**config.mk**
```make
export PLATFORM = sky130hd
export DESIGN_NAME = bus_trip_ctrl
export DESIGN_NICKNAME = d
export VERILOG_FILES = /design/src/rtl/bus_trip_pkg.sv /design/src/rtl/trip_filter.sv /design/src/rtl/trip_fsm.sv /design/src/rtl/phase_release.sv /design/src/rtl/bus_trip_ctrl.sv
export SDC_FILE = /design/constraint.sdc
export NUM_CORES = 1
export LEC_CHECK = 0
export ABC_AREA = 1
export BUFFER_PORTS_ARGS = -buffer_cell sky130_fd_sc_hd__buf_2
export CAP_MARGIN = 10
export CORE_MARGIN = 2
export CORE_UTILIZATION = 35
export CTS_BUF_LIST = sky130_fd_sc_hd__clkbuf_8
export CTS_CLUSTER_DIAMETER = 120
export DETAILED_ROUTE_END_ITERATION = 8
export PLACE_DENSITY = 0.55
export SYNTH_ARGS = -nofsm -noshare
export SYNTH_HDL_FRONTEND = slang
export SYNTH_SLANG_ARGS = --single-unit
```
**constraint.sdc**
```tcl
create_clock -name clk -period 1.35 [get_ports clk]
set_input_delay 0.2025 -clock clk [delete_from_list [all_inputs] [get_ports clk]]
set_output_delay 0.2025 -clock clk [all_outputs]
set_load 0.02 [all_outputs]
```
**src/rtl/bus_trip_pkg.sv**
```systemverilog
package bus_trip_pkg;

    localparam int PHASES = 3;

    typedef enum logic [1:0] {
        ST_RUN   = 2'd0,
        ST_FAULT = 2'd1,
        ST_HOLD  = 2'd2
    } trip_state_e;

endpackage

```
**src/rtl/trip_filter.sv**
```systemverilog
// Persistence filter: the trip is raised once the sample has been at or
// above LEVEL for FILT consecutive cycles; any lower sample restarts it.
module trip_filter #(
    parameter int CUR_W = 12,
    parameter int LEVEL = 1000,
    parameter int FILT  = 2500
) (
    input  logic             clk,
    input  logic             rst_n,
    input  logic [CUR_W-1:0] cur_i,
    output logic             trip_o
);
    localparam int CW = $clog2(FILT + 1);
    localparam logic [CUR_W-1:0] LVL = CUR_W'(LEVEL);
    localparam logic [CW-1:0]    TOP = CW'(FILT);

    logic          over;
    logic [CW-1:0] cnt_q;

    assign over = (cur_i >= LVL);

    always_ff @(posedge clk or negedge rst_n) begin
        if (!rst_n) begin
            cnt_q <= '0;
        end else if (!over) begin
            cnt_q <= '0;
        end else if (cnt_q != TOP) begin
            cnt_q <= cnt_q + 1'b1;
        end
    end

    assign trip_o = (cnt_q == TOP);

    // a trip is only seen after an over-level sample
    assert_trip_level_R1: assert property (@(posedge clk) disable iff (!rst_n)
        trip_o |-> $past(over));

    // one low sample removes the trip in the next cycle
    assert_drop_clears_R3: assert property (@(posedge clk) disable iff (!rst_n)
        !over |=> !trip_o);

endmodule

```
**src/rtl/trip_fsm.sv**
```systemverilog
// Latch state machine: run, fault pulse, and per-phase release hold.
module trip_fsm
    import bus_trip_pkg::*;
#(
    parameter int FLT_LEN = 450000
) (
    input  logic              clk,
    input  logic              rst_n,
    input  logic              trip_i,
    input  logic [PHASES-1:0] busy_i,
    output logic              enter_o,
    output logic              hold_o,
    output logic              fault_n_o
);
    localparam int PW = $clog2(FLT_LEN + 1);
    localparam logic [PW-1:0] LAST = PW'(FLT_LEN - 1);

    trip_state_e   state_q, state_d;
    logic [PW-1:0] pcnt_q;

    always_comb begin
        state_d = state_q;
        unique case (state_q)
            ST_RUN:   if (trip_i)          state_d = ST_FAULT;
            ST_FAULT: if (pcnt_q == LAST)  state_d = ST_HOLD;
            ST_HOLD:  if (busy_i == '0)    state_d = ST_RUN;
            default:                       state_d = ST_RUN;
        endcase
    end

    always_ff @(posedge clk or negedge rst_n) begin
        if (!rst_n) begin
            state_q <= ST_RUN;
            pcnt_q  <= '0;
        end else begin
            state_q <= state_d;
            if (state_q == ST_FAULT) pcnt_q <= pcnt_q + 1'b1;
            else                     pcnt_q <= '0;
        end
    end

    always_comb begin
        enter_o   = (state_q == ST_RUN) && trip_i;
        hold_o    = (state_q == ST_HOLD);
        fault_n_o = (state_q != ST_FAULT);
    end

    assert_pulse_bound_R5: assert property (@(posedge clk) disable iff (!rst_n)
        (state_q == ST_FAULT) |-> (pcnt_q <= LAST));

    assert_pulse_end_R5: assert property (@(posedge clk) disable iff (!rst_n)
        (state_q == ST_FAULT && pcnt_q == LAST) |=> (state_q == ST_HOLD));

    assert_no_retrigger_R6: assert property (@(posedge clk) disable iff (!rst_n)
        (state_q == ST_HOLD) |=> (state_q != ST_FAULT));

endmodule

```
**src/rtl/phase_release.sv**
```systemverilog
// One phase: forced off from a trip until its command is seen OFF in hold.
module phase_release (
    input  logic clk,
    input  logic rst_n,
    input  logic set_i,
    input  logic rel_en_i,
    input  logic cmd_i,
    output logic gate_o,
    output logic masked_o
);
    logic masked_q;

    always_ff @(posedge clk or negedge rst_n) begin
        if (!rst_n) begin
            masked_q <= 1'b0;
        end else if (set_i) begin
            masked_q <= 1'b1;
        end else if (rel_en_i && !cmd_i) begin
            masked_q <= 1'b0;
        end
    end

    assign masked_o = masked_q;
    assign gate_o   = cmd_i & ~masked_q;

    assert_release_R7: assert property (@(posedge clk) disable iff (!rst_n)
        (masked_q && !rel_en_i && !set_i) |=> masked_q);

endmodule

```
**src/rtl/bus_trip_ctrl.sv**
```systemverilog
module bus_trip_ctrl
    import bus_trip_pkg::*;
#(
    parameter int CUR_W    = 12,
    parameter int OC_LEVEL = 1000,
    parameter int SC_LEVEL = 2000,
    parameter int OC_FILT  = 2500,
    parameter int SC_FILT  = 500,
    parameter int FLT_LEN  = 450000
) (
    input  logic              clk,
    input  logic              rst_n,
    input  logic [CUR_W-1:0]  cur_i,
    input  logic [PHASES-1:0] cmd_lo_i,
    output logic [PHASES-1:0] gate_lo_o,
    output logic              fault_n_o
);
    logic              oc_trip, sc_trip;
    logic              enter, hold;
    logic [PHASES-1:0] masked;

    trip_filter #(.CUR_W(CUR_W), .LEVEL(OC_LEVEL), .FILT(OC_FILT)) u_oc (
        .clk(clk), .rst_n(rst_n), .cur_i(cur_i), .trip_o(oc_trip)
    );

    trip_filter #(.CUR_W(CUR_W), .LEVEL(SC_LEVEL), .FILT(SC_FILT)) u_sc (
        .clk(clk), .rst_n(rst_n), .cur_i(cur_i), .trip_o(sc_trip)
    );

    trip_fsm #(.FLT_LEN(FLT_LEN)) u_fsm (
        .clk(clk), .rst_n(rst_n),
        .trip_i(oc_trip | sc_trip),
        .busy_i(masked & cmd_lo_i),
        .enter_o(enter), .hold_o(hold), .fault_n_o(fault_n_o)
    );

    for (genvar i = 0; i < PHASES; i++) begin : g_phase
        phase_release u_ph (
            .clk(clk), .rst_n(rst_n),
            .set_i(enter), .rel_en_i(hold),
            .cmd_i(cmd_lo_i[i]),
            .gate_o(gate_lo_o[i]), .masked_o(masked[i])
        );
    end

    assert_fault_gates_off_R4: assert property (@(posedge clk) disable iff (!rst_n)
        !fault_n_o |-> (gate_lo_o == '0));

    assert_pass_through_R9: assert property (@(posedge clk) disable iff (!rst_n)
        (masked == '0) |-> (gate_lo_o == cmd_lo_i));

endmodule

```
Yosys cells after proc, flatten, opt, wreduce, memory -nomap -nowiden

Cells that the tools add are included.

Flip-flop bits (word level): 45
Word-level logic and storage cells: 61

$add $sub $neg: 3
Order comparisons: 2
Equality and inequality tests: 13
Mux-type cells: 15
Bitwise operators: 8
Reduce and logical (&&, ||, !) cells: 13

Operators by type and width:

| kind                  | count |
|---|---|
| $mux 12               | 2 |
| $add 19x1->19 const B | 1 |
| $eq 19x19->1 const B  | 1 |
| $mux 19               | 1 |
| $mux 9                | 2 |
| $add 12x1->12 const B | 1 |
| $eq 12x12->1 const B  | 1 |
| $ge 12x10->1 const B  | 1 |
| $ge 12x11->1 const B  | 1 |
| $ne 12x12->1 const B  | 1 |
| $add 9x1->9 const B   | 1 |
| $eq 9x9->1 const B    | 1 |
| $ne 9x9->1 const B    | 1 |
| $mux 1                | 6 |
| $mux 2                | 3 |
| $ne 2x1->1 const B    | 3 |
| $ne 2x2->1 const B    | 3 |
| $pmux 2 s3            | 1 |
| $reduce_bool 2->1     | 3 |
| $logic_and 1x1->1     | 4 |
| $and 1x1->1           | 3 |
| $and 3x3->3           | 1 |
| $logic_not 1->1       | 3 |
| $logic_not 3->1       | 1 |
| other kinds (6)       | 8 |

Depth between registers and ports, before layout

Word-level depth: 4
Mapped depth: 8
Gate-level depth less buffers: 8

Cells and area by module

From an unflattened synthesis, not the netlist that was laid out.

Cell total of the unflattened synthesis: 386
Area, all modules: 2672.6 um2

Modules (own cells, without submodules):

| module             | instances | cells an instance | area an instance (um2) | sequential area each (um2) |
|---|---|---|---|---|
| trip_fsm           | 1         | 169               | 1179.9                 | 525.5 |
| trip_filter (u_oc) | 1         | 110               | 762.0                  | 300.3 |
| trip_filter (u_sc) | 1         | 77                | 554.3                  | 225.2 |
| phase_release      | 3         | 7                 | 47.5                   | 25.0 |
| bus_trip_ctrl      | 1         | 9                 | 33.8                   | 0.0 |

Worst setup path before layout

OpenSTA, ideal clock, no wires.

Path type: register to register
Start point: register u_sc.cnt_q[0]
End point: register u_fsm.state_q[0]
Data arrival time: 1.062 ns
Required time: 1.213 ns
Slack: 0.151 ns
Cell stages (with the launch flop): 9
Buffers on the path: 0
Clock period less this slack: 1.199 ns
Cell sequence: dfrtp_1 -> inv_1 -> ha_1 -> nand4_1 -> inv_1 -> nand2_2 -> nand2_1 -> nand2_1 -> o21ai_0

Longest elaborated chain between the ends: 4

RTL lines:

| item                       | RTL line            | source |
|---|---|---|
| start, declared            | trip_filter.sv:18   | `logic [CW-1:0] cnt_q;` |
| start signal, assigned     | trip_filter.sv:28   | `cnt_q <= cnt_q + 1'b1;` |
| $eq 9x9->1                 | trip_filter.sv:32   | `assign trip_o = (cnt_q == TOP);` |
| $or 1x1->1                 | bus_trip_ctrl.sv:32 | `.trip_i(oc_trip \| sc_trip),` |
| $ne 2x1->1 (no line)       | n/a                 |  |
| $reduce_and 3->1 (no line) | n/a                 |  |
| end signal, assigned       | trip_fsm.sv:36      | `state_q <= state_d;` |
| end, declared              | trip_fsm.sv:18      | `trip_state_e state_q, state_d;` |

No other way between the ends.
A chain may end at the register's enable or synchronous reset.

Worst setup path in the final report

Start point: register u_sc.cnt_q[0]
End point: register u_sc.cnt_q[0]

Longest elaborated chain between the ends: 3
Elaborated cells on any way between the ends: 5
Those cells by class: add/sub: 1; eq/ne: 2; mux: 2

RTL lines:

| item        | RTL line          | source |
|---|---|---|
| $add 9x1->9 | trip_filter.sv:28 |  |
| $mux 9      | trip_filter.sv:27 | `end else if (cnt_q != TOP) begin` |
| $mux 9      | trip_filter.sv:25 | `end else if (!over) begin` |

Several ways; a longest one is shown, not always the timed one. The select of a mux whose other input is x is not followed.

==> results.toml <==
[finish]
nets = 403
fin_area_um2 = 3037
fin_util_pct = 43.97
layout_common_cells = "nand2_1, nor2_1, dfrtp_1, inv_1, nand3_1"
area_growth_pct = 20.09
diodes = 0
drive_gt1_share_pct = 20.68
mostFrequentLayoutCell = "nand2_1"

[yosys]
yosys-top-cells-area = "dfrtp_1, nand2_1, nor2_1"
avgSynthCellArea_um2 = 7.372
synthArstFlopShare_pct = 100.0
synthFlopType = "dfrtp_1"
synth_seq_area_share_pct = 44.53
synth_warnings = 0
yosys.cell_types.count = 26
yosysTopAreaCell = "dfrtp_1"
mappedNetlistArea_um2 = 2529
netlist_instances = 343
synth_fp_nets = 365
ys_ff_latch = 45
synth_edf_count = 0
synth_top_area_share_pct = 44.53

[grt]
antenna_found_initial = 0
grt_pass1_wl_mm = 8.818
grt-ovfl-total = 0
grt_usage_pct = 13.99
grt_start_max_net_pins = 35
grt_pass1_vias = 1999

[pwr]
power.density_nw_per_um2 = 949.2
leakagePower_nw = 1.430
power_mw = 2.882
sequentialPowerShare_pct = 51.4
sw_frac_of_total_pct = 26.48
comb_power_share_pct = 12.5
ir_drop_mv = 0.6571
cellInternalPower_mw = 2.119
p_switching_mw = 0.7633
p_clk_share_pct = 36.2

[placed_design]
placed_area_um2 = 2769
dp_hpwl_mm = 3.622
gp_routability_congestion = 0.8421
io_buffers = 17

[sta]
post-route-min-period_ns = 1.274
worstMarginPinSlew_ns = 0.3127
rsz0062_at_grt = "true"
final-hold-violation-count = 0
setup_viol = 0
fmax_mhz = 785.1
slew_headroom_pct = 79.15
period_share_pct = 94.35
drv_slew = 0
skew_ns = 0.003903

[outcome]
status = "completed"

[drt]
wl_per_cell_um = 10.49
via_per_inst = 4.515
drc = 0
first_pass_iters = 4
wl_mm = 5.015
via_count = 2158
ant_nets = 0
drt_iter0_markers = 82

[cts]
cts_inserted_buffers = 5
path_clk_slew_ns = 0.09
cts_tree = "built"
clock-sinks = 45
clkLatencyLatePin_ns = 0.30
htreeDepth = 2
clockBufferDepth = 2
cts_root_buf = "clkbuf_8"

[floorplan]
core_um2 = 6907
die_h_um = 89
die-area_um2 = 7921
die_x_um = 89
start_util_pct = 36.61
fp-row-count = 30
pin_count = 21

[critical_path]
cp.required_ns = 1.54
path_max_fanout = 4
end_kind = "flip-flop"
path_class = "reg2reg"
arrival_ns = 1.47
startpoint_type = "flip-flop"

[flow_run]
drv_cap = 0

[min_path]
hold_path_class = "in2reg"
## state kept, by name (all words and copies together), names as in the netlist
signal,count
u_oc.cnt_q,12
u_fsm.state_q,2
g_phase.u_ph.masked_o,3
u_fsm.pcnt_q,19
u_sc.cnt_q,9
## critical path, stage by stage, from the launching register on
cell and delay (ns):
dfrtp_2 0.44, inv_2 0.09, ha_4 0.13, nand4_1 0.11, inv_1 0.10, nand2_2 0.07
buf_6 0.13, nor2_2 0.07, nor2_1 0.05
## per-stage QoR
stage	TNS [ns]	setup WS, ns	hold WS (ns)	instances
CTS	0	0.01727	0.1538	469
global route	-0.05864	-0.02757	0.1687	478
global placement	0	0.03819	0.1222	459
finish	0	0.07626	0.1568	478
floorplan	0	0.1513	-0.09309	343
detailed placement	0	0.008666	0.1218	459
## logic make-up (layout without fill, tap and decap cells)
family | after synthesis | count (layout) | share of synthesized area, %
xor gates and xnor gates | 5 | 5 | 1.732
DFF | 45 | 45 | 44.53
AOI/OAI and AO/OA | 36 | 36 | 7.422
buffers and inverters | 55 | 94 | 8.907
and+or+nand+nor | 197 | 197 | 34.93
adders and majority gates | 5 | 5 | 2.474
## final timing paths
path | startpoint | end | slack, ns | cells past startpoint
min | cmd_lo_i[2] | g_phase[2].u_ph.masked_o | 0.16 | 3
min in group asynchronous | rst_n | u_fsm.pcnt_q[17] | 0.31 | 2
max reg2reg | u_sc.cnt_q[0] | u_sc.cnt_q[0] | 0.08 | 8
min reg2reg | u_sc.cnt_q[5] | u_sc.cnt_q[5] | 0.51 | 1
max in group asynchronous | rst_n | u_sc.cnt_q[0] | 0.55 | 3
max | u_sc.cnt_q[0] | u_sc.cnt_q[0] | 0.08 | 8
## routing by layer
layer | GRT usage, % | wire length [um]
met1 | 19.03 | 2525
met4 | 4.478 | 56
met2 | 22.52 | 2330
met5 | 0 | 0
met3 | 2.770 | 103
## final cells by class
class,instances,area (um^2)
well taps,96,120.1
clock inverters,3,42.54
flip-flops and latches,45,1127
clock buffers,5,68.82
repair buffers,36,249.0
multi-input cells,243,1241
fillers,731,3870
inverters,50,187.7
## power groups by stage
stage / clock [mW] / combinational (mW) / sequential (mW)
after floorplan: 0 / 0.212 / 1.49
after global routing: 1.13 / 0.413 / 1.49
after detailed placement: 0 / 0.313 / 1.51
after global placement: 0 / 0.307 / 1.51
after CTS: 1.08 / 0.321 / 1.48
final: 1.04 / 0.360 / 1.48
## cells in the mapped netlist (2+ instances only)
master,instances
nor2_2,3
o21ai_0,15
a21oi_1,18
xor2_1,4
dfrtp_1,45
nand2_1,79
nand2_2,8
nand4_1,7
and2_1,2
clkinv_1,2
nor3_1,3
inv_2,4
ha_1,5
nor3b_1,2
buf_4,5
nand3_2,2
nor2_4,5
inv_1,44
nand3_1,22
nor2_1,62
## timing repair
action,in CTS,in global routing
pin swaps,0,6
endpoints found under the setup margin,1,20
gates resized for setup,0,20
buffers inserted,1,9
hold endpoints to repair,11,0
hold buffers,1,0
cloned,0,0
Power figures use the tool's default switching activity.
